## src/rtl/tec_pkg.sv

```systemverilog
package tec_pkg;

  localparam int SEL_W   = 8;
  localparam int CTRL_W  = 18;
  localparam int RES_MAX = 32;

  // Control word: chain(17) self_rld(16) rld_sel(15:8) cnt_sel(7:0)
  typedef struct packed {
    logic             chain;
    logic             self_rld;
    logic [SEL_W-1:0] rld_sel;
    logic [SEL_W-1:0] cnt_sel;
  } ctrl_t;

  typedef enum logic [1:0] {
    A_CTRL   = 2'd0,
    A_RELOAD = 2'd1,
    A_COUNT  = 2'd2,
    A_NONE   = 2'd3
  } waddr_e;

endpackage

```

## src/rtl/tec_sel_decode.sv

```systemverilog
module tec_sel_decode #(
  parameter int NUM_RES = 32
) (
  input  logic [tec_pkg::SEL_W-1:0] code,
  input  logic [NUM_RES-1:0]        res,
  output logic                      hit
);
  import tec_pkg::*;

  logic [RES_MAX-1:0] pad;
  logic [3:0]         pair_n;
  logic [4:0]         lo_idx;
  logic [4:0]         hi_idx;
  logic               unused_sel_bits;

  genvar gi;
  generate
    for (gi = 0; gi < RES_MAX; gi++) begin : g_pad
      if (gi == 0) begin : g_false
        assign pad[gi] = 1'b0;
      end else if (gi == 1) begin : g_true
        assign pad[gi] = 1'b1;
      end else if (gi < NUM_RES) begin : g_in
        assign pad[gi] = res[gi];
      end else begin : g_absent
        assign pad[gi] = 1'b0;
      end
    end
  endgenerate

  assign unused_sel_bits = ^{code[6:5], res[1:0]};

  assign pair_n = code[3:0];
  assign lo_idx = {pair_n, 1'b0};
  assign hi_idx = {pair_n, 1'b1};

  always_comb begin
    if (code[7]) begin
      hit = (pair_n != 4'd0) && (pad[lo_idx] || pad[hi_idx]);
    end else begin
      hit = pad[code[4:0]];
    end
  end

endmodule

```

## src/rtl/tec_regs.sv

```systemverilog
module tec_regs #(
  parameter int CNT_W  = 16,
  parameter int DATA_W = 32
) (
  input  logic                clk,
  input  logic                rst_n,
  input  logic                wr_en,
  input  logic [1:0]          wr_addr,
  input  logic [DATA_W-1:0]   wr_data,
  output tec_pkg::ctrl_t      ctrl,
  output logic [CNT_W-1:0]    reload,
  output logic                cnt_wr,
  output logic [CNT_W-1:0]    cnt_wdata
);
  import tec_pkg::*;

  localparam int USED_W = (CTRL_W > CNT_W) ? CTRL_W : CNT_W;

  ctrl_t            ctrl_q, ctrl_d;
  logic [CNT_W-1:0] reload_q, reload_d;
  logic             ctrl_en, reload_en;
  logic             unused_hi;

  assign unused_hi = ^wr_data[DATA_W-1:USED_W];

  always_comb begin
    ctrl_en   = wr_en && (waddr_e'(wr_addr) == A_CTRL);
    reload_en = wr_en && (waddr_e'(wr_addr) == A_RELOAD);
    ctrl_d    = ctrl_t'(wr_data[CTRL_W-1:0]);
    reload_d  = wr_data[CNT_W-1:0];
  end

  always_ff @(posedge clk or negedge rst_n) begin
    if (!rst_n) begin
      ctrl_q <= '0;
    end else if (ctrl_en) begin
      ctrl_q <= ctrl_d;
    end
  end

  always_ff @(posedge clk or negedge rst_n) begin
    if (!rst_n) begin
      reload_q <= '0;
    end else if (reload_en) begin
      reload_q <= reload_d;
    end
  end

  assign ctrl      = ctrl_q;
  assign reload    = reload_q;
  assign cnt_wr    = wr_en && (waddr_e'(wr_addr) == A_COUNT);
  assign cnt_wdata = wr_data[CNT_W-1:0];

endmodule

```

## src/rtl/tec_count_core.sv

```systemverilog
module tec_count_core #(
  parameter int CNT_W = 16
) (
  input  logic             clk,
  input  logic             rst_n,
  input  logic             cnt_wr,
  input  logic [CNT_W-1:0] cnt_wdata,
  input  logic [CNT_W-1:0] reload,
  input  logic             cnt_ev,
  input  logic             rld_ev,
  input  logic             chain_ev,
  input  logic             self_rld,
  output logic [CNT_W-1:0] count
);

  logic [CNT_W-1:0] cnt_q, cnt_d;
  logic             cnt_en;
  logic             is_zero;

  assign is_zero = (cnt_q == '0);

  // Priority: software write, then event/chain reload, then counting.
  always_comb begin
    cnt_d  = cnt_q;
    cnt_en = 1'b0;
    if (cnt_wr) begin
      cnt_d  = cnt_wdata;
      cnt_en = 1'b1;
    end else if (rld_ev || chain_ev) begin
      cnt_d  = reload;
      cnt_en = 1'b1;
    end else if (cnt_ev) begin
      cnt_en = 1'b1;
      if (is_zero) begin
        cnt_d = self_rld ? reload : '0;
      end else begin
        cnt_d = cnt_q - 1'b1;
      end
    end
  end

  always_ff @(posedge clk or negedge rst_n) begin
    if (!rst_n) begin
      cnt_q <= '0;
    end else if (cnt_en) begin
      cnt_q <= cnt_d;
    end
  end

  assign count = cnt_q;

endmodule

```

## src/rtl/trace_evt_counter.sv

```systemverilog
module trace_evt_counter #(
  parameter int CNT_W   = 16,
  parameter int DATA_W  = 32,
  parameter int NUM_RES = 32
) (
  input  logic               clk,
  input  logic               rst_n,
  input  logic               wr_en,
  input  logic [1:0]         wr_addr,
  input  logic [DATA_W-1:0]  wr_data,
  input  logic [NUM_RES-1:0] res_vec,
  input  logic               prev_zero,
  output logic [CNT_W-1:0]   count_out,
  output logic               at_zero
);
  import tec_pkg::*;

  logic             rst_meta_n, rst_sync_n;
  ctrl_t            ctrl_q;
  logic [CNT_W-1:0] reload_q;
  logic             cnt_wr;
  logic [CNT_W-1:0] cnt_wdata;
  logic             cnt_ev, rld_ev, chain_ev;

  // Asynchronous assertion, synchronous release.
  always_ff @(posedge clk or negedge rst_n) begin
    if (!rst_n) begin
      rst_meta_n <= 1'b0;
      rst_sync_n <= 1'b0;
    end else begin
      rst_meta_n <= 1'b1;
      rst_sync_n <= rst_meta_n;
    end
  end

  tec_regs #(.CNT_W(CNT_W), .DATA_W(DATA_W)) u_regs (
    .clk       (clk),
    .rst_n     (rst_sync_n),
    .wr_en     (wr_en),
    .wr_addr   (wr_addr),
    .wr_data   (wr_data),
    .ctrl      (ctrl_q),
    .reload    (reload_q),
    .cnt_wr    (cnt_wr),
    .cnt_wdata (cnt_wdata)
  );

  tec_sel_decode #(.NUM_RES(NUM_RES)) u_cnt_sel (
    .code (ctrl_q.cnt_sel),
    .res  (res_vec),
    .hit  (cnt_ev)
  );

  tec_sel_decode #(.NUM_RES(NUM_RES)) u_rld_sel (
    .code (ctrl_q.rld_sel),
    .res  (res_vec),
    .hit  (rld_ev)
  );

  assign chain_ev = ctrl_q.chain && prev_zero;

  tec_count_core #(.CNT_W(CNT_W)) u_core (
    .clk       (clk),
    .rst_n     (rst_sync_n),
    .cnt_wr    (cnt_wr),
    .cnt_wdata (cnt_wdata),
    .reload    (reload_q),
    .cnt_ev    (cnt_ev),
    .rld_ev    (rld_ev),
    .chain_ev  (chain_ev),
    .self_rld  (ctrl_q.self_rld),
    .count     (count_out)
  );

  assign at_zero = (count_out == '0);

endmodule

```

## config.mk

```make
export PLATFORM = sky130hd
export DESIGN_NAME = trace_evt_counter
export DESIGN_NICKNAME = d
export VERILOG_FILES = /design/src/rtl/tec_pkg.sv /design/src/rtl/tec_sel_decode.sv /design/src/rtl/tec_regs.sv /design/src/rtl/tec_count_core.sv /design/src/rtl/trace_evt_counter.sv
export SDC_FILE = /design/constraint.sdc
export NUM_CORES = 1
export LEC_CHECK = 0
export CELL_PAD_IN_SITES_DETAIL_PLACEMENT = 1
export CELL_PAD_IN_SITES_GLOBAL_PLACEMENT = 1
export CORE_MARGIN = 2
export CORE_UTILIZATION = 38
export DETAILED_ROUTE_END_ITERATION = 12
export GPL_TIMING_DRIVEN = 0
export PLACE_DENSITY_LB_ADDON = 0.1
export REMOVE_ABC_BUFFERS = 1
export SLEW_MARGIN = 25
export SYNTH_ARGS = -nofsm -noshare
export SYNTH_HDL_FRONTEND = slang
export SYNTH_SLANG_ARGS = --single-unit
```

## constraint.sdc

```tcl
create_clock -name clk -period 1.9 [get_ports clk]
set_clock_uncertainty 0.2 [all_clocks]
set_input_delay 0.285 -clock clk [delete_from_list [all_inputs] [get_ports clk]]
set_output_delay 0.285 -clock clk [all_outputs]
set_load 0.02 [all_outputs]
```

==> metrics.cfg, run 1 <==
[status]
run_status = finished, violations left
violations = setup timing

[grt]
grt_pass1_vias = 3298
grt_pass1_wl_mm = 17.75
grt_max_degree = 47
grt-ovfl-total = 0
antenna_found_initial = 0
grt_use_total = 0.2281

[critical_path]
cp_top_family = simple AND/OR/NAND/NOR gates
r2r_slack_ns = -1.19
path_class = reg2reg
cp_max_fo = 12
reg2reg_depth = 8
critPathLaunchType = flip-flop
crit_arrival_ns = 3.09
cp.buffers_inverters = 1
critPathCapture = u_core.count[10]
slowest_stage = or4_4
crit_path_end_kind = flip-flop
cp_num_cells = 8
reg2reg_to = u_core.count[10]
path_cells = buf_8 > nor3_2 > a21oi_1 > mux4_2 > and3_1 > or4_4 > nor2_4 > mux2_4
crit_start = u_regs.ctrl[0]
r2r_start = u_regs.ctrl[0]
cp_data_required_time_ns = 1.90
max_stage_delay_ns = 0.60

[route]
firstDrtPassIters = 4
drt_wl_total_mm = 11.15
drt-initial-drc-count = 125
antenna_left = 0
drc = 0
wl_per_cell_um = 21.62
dr_total_vias = 3110
vias_per_cell = 6.027

[layout]
nets = 479
instances_no_fill = 516
final_util = 0.5346
layout_commonest_cell = clkdlybuf4s50_1
antenna_cells = 0
fillers = 945
drive_gt1_frac = 0.2941
final_cell_mix = clkdlybuf4s50_1 (56), dfrtp_1 (42), mux2_2 (26)
area_delta_synth_final_pct = 36.13

[floorplan]
die_h_um = 98.93
coreArea_um2 = 8721
num_io_pins = 87
die_area_um2 = 9787
start_util = 0.3927
rows = 34
die_w_um = 98.93

[timing]
fmax_ghz = 0.3240
hold_ws_ns = 0.1453
finalHoldViolCount = 0
setup_violations = 18
worst_slew_pin_slew_ns = 1.000
fin_crit_sh = 1.624
maxSlewViolCount = 0
period_minus_slack_ns = 3.086
relSlewSlack = 0.3307
finalWorstSetupSlack_ns = -1.186
rsz0062_at_grt = true
tns_ns = -18.63

[yosys]
synth_top_flop_cell = dfrtp_1
synthCells = 319
synth_compound_area_frac = 0.1542
synth_async_sr_flop_share = 1.000
yosys_warnings = 0
synth_area_um2 = 3425
synth_area_leaders = dfrtp_1 (35%), mux2_2 (9.9%), mux4_1 (7.7%)
synthMuxAreaShare = 0.2265
synth-xor-area-share = 0.03069
avgSynthCellArea_um2 = 10.74
synth_top_area_cell = dfrtp_1
synth_top_family_by_area = multiplexers
synth_simple_gate_area_frac = 0.1809
synthAdderAreaFrac = 0.007307
ys_seq_area_frac = 0.3507
synthDistinctLibCells = 61
synth_edf_count = 0
netlist.area_leader.share = 0.3507
yosys_register_bits = 48

[placed_design]
dp_hpwl_mm = 7.633
dp.cells = 478
place.gp.congestion = 0.8044
portBuffers = 70

[power]
cellLeakagePower_nw = 1.886
power.density_nw_per_um2 = 1170
peakVddDrop_uv = 581.3
power_mw = 5.456

[worst_hold_path]
hold_class = reg2async

[clock_tree]
path_clk_slew_ns = 0.09
insertion_delay_ns = 0.31
cts_tree = built
clkSinkCount = 48
cts_made_buffers = 5
clockBufferDepth = 2
cts_root_buffer = clkbuf_8
ctsHtreeMaxLevel = 2

[job]
timing.max_cap.violations = 0

-- how the worst min path moves through the flow --
stage | from | to | cells after the start
final | rst_sync_n | u_core.count[8] | 0
after global routing | rst_meta_n | rst_sync_n | 0
after CTS | rst_meta_n | rst_sync_n | 0
after detailed placement | rst_meta_n | rst_sync_n | 0
after global placement | rst_meta_n | rst_sync_n | 0
after floorplan | rst_n | rst_meta_n | 0
-- state kept, by name (all words and copies together) (netlist names) --
name and flops:
u_core.count 16, u_regs.reload 16, u_regs.ctrl 14, rst_meta_n 1, rst_sync_n 1
-- cells in the mapped netlist (5+ instances only) --
master / n
mux4_1: 10
a211oi_1: 6
nor2_1: 24
inv_1: 8
clkbuf_1: 11
a21oi_1: 9
mux2_2: 30
nor3b_1: 6
xor2_1: 9
dfrtp_1: 48
mux4_2: 6
nor3_1: 31
nor4_1: 5
a211oi_2: 7
a22oi_1: 7
nand2_1: 17
o21ai_0: 6
-- what timing repair did --
action	4_1_cts	5_1_grt
buffers inserted	22	7
pin swaps	8	5
setup endpoints to repair	44	29
resized for setup	48	20
hold buffers	1	0
endpoints found under the hold margin	2	0
-- kinds of logic after synthesis --
kind of cell	Yosys count
buffers and inverters	28
XOR/XNOR	12
flip-flops	48
adder cells (fa/ha/maj)	2
other	1
AND/OR/NAND/NOR	112
AO/OA/AOI/OAI	66
multiplexers	50
-- final cells by class --
cell class	instances	area [um2]	area share
clock inverter	2	35.03	0.007515
timing repair buffer	101	1011	0.2169
inverter	8	30.03	0.006441
sequential	48	1216	0.2609
multi-input combinational	243	2162	0.4638
clock buffer	6	72.57	0.01557
tap	108	135.1	0.02899
-- layer usage --
layer | share of wire | wire [um] | vias up | global-route usage
met1 | 0.45 | 4976 | 1580 | 0.3266
li1 | - | - | 1414 | -
met4 | 0.0089 | 99 | 0 | 0.03267
met5 | 0 | 0 | - | 0
met3 | 0.058 | 648 | 11 | 0.03404
met2 | 0.49 | 5429 | 105 | 0.3763
-- metrics by stage --
step | setup slack [ns] | cell area, um2
floorplan | -1.410 | 3288
global placement | -2.123 | 4124
detailed placement | -2.176 | 4140
CTS | -1.150 | 4529
global route | -1.277 | 4662
finish | -1.186 | 4662
-- power by group --
group	total, mW	leakage, nW	internal, mW	switching (mW)
clock	0.749	0.0552	0.391	0.358
sequential	1.86	0.565	1.33	0.538
combinational	2.84	1.27	1.49	1.35
(Power assumes the default switching activity.)
==> inputs of run 2 (changes only) <==
--- a/config.mk
+++ b/config.mk
@@ -5,10 +5,11 @@
 export SDC_FILE = /design/constraint.sdc
 export NUM_CORES = 1
 export LEC_CHECK = 0
+export ABC_AREA = 1
 export CELL_PAD_IN_SITES_DETAIL_PLACEMENT = 1
 export CELL_PAD_IN_SITES_GLOBAL_PLACEMENT = 1
 export CORE_MARGIN = 2
-export CORE_UTILIZATION = 38
+export CORE_UTILIZATION = 35
 export DETAILED_ROUTE_END_ITERATION = 12
 export GPL_TIMING_DRIVEN = 0
 export PLACE_DENSITY_LB_ADDON = 0.1
==> run 2 against run 1 <==
The flow still finishes with violations (setup timing). Global-route usage is 2.8 points higher. Non-clock buffer count is 8 higher. Cell area is 23% higher. Power is 21% higher. Area after synthesis is 17% higher. First-iteration DRC count is 130% higher. Utilization is 2.8 points lower. Routed wire length is 46% higher. Sequential cell count stayed put. Synthesized cell count is 110% higher. Sequential share of layout area is 4.7 points lower. Setup slack better by 0.60 ns.
==> metrics.cfg, run 2 <==
[yosys]
yosys_warnings = 0
netlist.area_leader.share = 0.3005
synth_edf_count = 0
synth_async_sr_flop_share = 1.000
yosys.cell_count.top_type = nand2_1
synthCells = 670
synth_top_flop_cell = dfrtp_1
synth_area_um2 = 3998
avgSynthCellArea_um2 = 5.967
synth_top_area_cell = dfrtp_1
synth_area_leaders = dfrtp_1 (30%), nand2_1 (21%), nand3_1 (12%)
synthDistinctLibCells = 35
synth_common_cells = nand2_1 (221), nor2_1 (117), nand3_1 (93)
ys_seq_area_frac = 0.3005
yosys_register_bits = 48

[critical_path]
crit_start = u_regs.ctrl[8]
crit_arrival_ns = 2.47
critPathLaunchType = flip-flop
r2r_slack_ns = -0.58
path_class = reg2reg
reg2reg_to = u_core.count[13]
cp_max_fo = 6
reg2reg_depth = 13
critPathCapture = u_core.count[13]
r2r_start = u_regs.ctrl[8]
cp_data_required_time_ns = 1.89
crit_path_end_kind = flip-flop

[timing]
finalWorstSetupSlack_ns = -0.5849
rsz0062_at_grt = true
fmax_ghz = 0.4024
finalHoldViolCount = 0
hold_ws_ns = 0.1509
period_minus_slack_ns = 2.485
maxSlewViolCount = 0
fin_crit_sh = 1.308
setup_violations = 19
tns_ns = -9.131
worst_slew_pin_slew_ns = 0.6471
relSlewSlack = 0.5686

[layout]
area_delta_synth_final_pct = 42.91
postLayoutCellArea_um2 = 5713
drive_gt1_frac = 0.1846
layout_commonest_cell = nand2_1
nets = 835
final_util = 0.5068
final_cell_mix = nand2_1 (193), nor2_1 (101), nand3_1 (78)
antenna_cells = 0
instances_no_fill = 907

[clock_tree]
clkSinkCount = 48
insertion_delay_ns = 0.29
ctsHtreeMaxLevel = 2
path_clk_slew_ns = 0.07
cts_tree = built
clockBufferDepth = 2
cts_root_buffer = clkbuf_16
cts_made_buffers = 5

[floorplan]
start_util = 0.3546
die_area_um2 = 12290
die_h_um = 110.9
rows = 39
num_io_pins = 87
die_w_um = 110.9
coreArea_um2 = 11270

[grt]
antenna_found_initial = 0
grt_max_degree = 47
grt_use_total = 0.2556
grt_pass1_vias = 4822
grt_pass1_wl_mm = 25.61
grt-ovfl-total = 0

[worst_hold_path]
hold_class = reg2async

[placed_design]
place.gp.congestion = 0.9092
place_ws_ns = -1.459
dp_hpwl_mm = 9.949
portBuffers = 70
placed_area_um2 = 4700
dp.cells = 853

[route]
firstDrtPassIters = 4
wl_per_cell_um = 17.90
vias_per_cell = 5.239
drt_wl_total_mm = 16.24
drc = 0
dr_total_vias = 4752
antenna_left = 0
drt-initial-drc-count = 292

[status]
violations = setup timing
run_status = finished, violations left

[power]
power_mw = 6.596
cellLeakagePower_nw = 2.828
peakVddDrop_uv = 667.2
power.density_nw_per_um2 = 1155

[job]
timing.max_cap.violations = 0

## run 2: changes by cell type after synthesis, sizes merged, moves of 27 or more
| cell | delta |
|---|---|
| o21ai | +31 |
| nor2 | +94 |
| nand3 | +90 |
| inv | +58 |
| nor3 | -28 |
| mux2 | -27 |
| nand2 | +205 |
## run 2: cells by family after synthesis
group | count (synthesis) | synth area share
DFF | 48 | 0.3005
and+or+nand+nor | 448 | 0.4689
muxes | 3 | 0.008450
xor gates and xnor gates | 12 | 0.02629
adders and majority gates | 2 | 0.006259
AOI/OAI and AO/OA | 59 | 0.07856
other | 1 | 0.0009381
buffers and inverters | 97 | 0.1102
## run 2: timing repair
action | CTS | global route
gates resized for setup | 99 | 41
hold endpoints to repair | 2 | 0
setup endpoints to repair | 34 | 34
hold buffers | 1 | 0
pin swaps | 27 | 30
buffers inserted | 33 | 3
gates cloned | 7 | 3
## run 2: report_power, final
part | switching (mW) | internal, mW
clock network | 0.426 | 0.760
logic | 2.12 | 1.50
registers | 0.472 | 1.31
total | 3.02 | 3.58
## run 2: layout make-up
type                       count  area, um2
clock buffer                   5      125.1
clock inverter                 3      68.82
fill                        1513       5559
inverter                      67      275.3
multi-input combinational    528       2691
sequential                    48       1220
tap                          143      178.9
timing repair buffer         109       1121
timing repair inverter         4      32.53
## run 2: critical path, cell delays in order, from the launching register on
cell and delay (ns):
dfrtp_4 0.55, buf_4 0.18, o21ai_0 0.08, nand3_1 0.16
a21boi_2 0.20, nor2_4 0.05, buf_4 0.14, a21oi_4 0.26
clkbuf_16 0.21, nand3_1 0.07, nand3_1 0.10, nand2_1 0.07
nand2_1 0.06, nand2_1 0.05
## run 2: how the worst min path moves through the flow
stage | startpoint | endpoint | slack, ns | cells past startpoint
after CTS | rst_meta_n | rst_sync_n | 0.17 | 0
after detailed placement | rst_meta_n | rst_sync_n | 0.14 | 0
after global placement | rst_meta_n | rst_sync_n | 0.14 | 0
final | rst_sync_n | u_regs.ctrl[4] | 0.15 | 0
after floorplan | rst_n | rst_meta_n | -0.21 | 0
after global routing | rst_meta_n | rst_sync_n | 0.17 | 0
## run 2: per-layer routing
layer	GRT usage	part of all wire	vias up
met5	0	0	-
met4	0.04333	0.010	0
met3	0.04429	0.053	18
met2	0.4245	0.48	128
met1	0.3552	0.45	2299
li1	-	-	2307
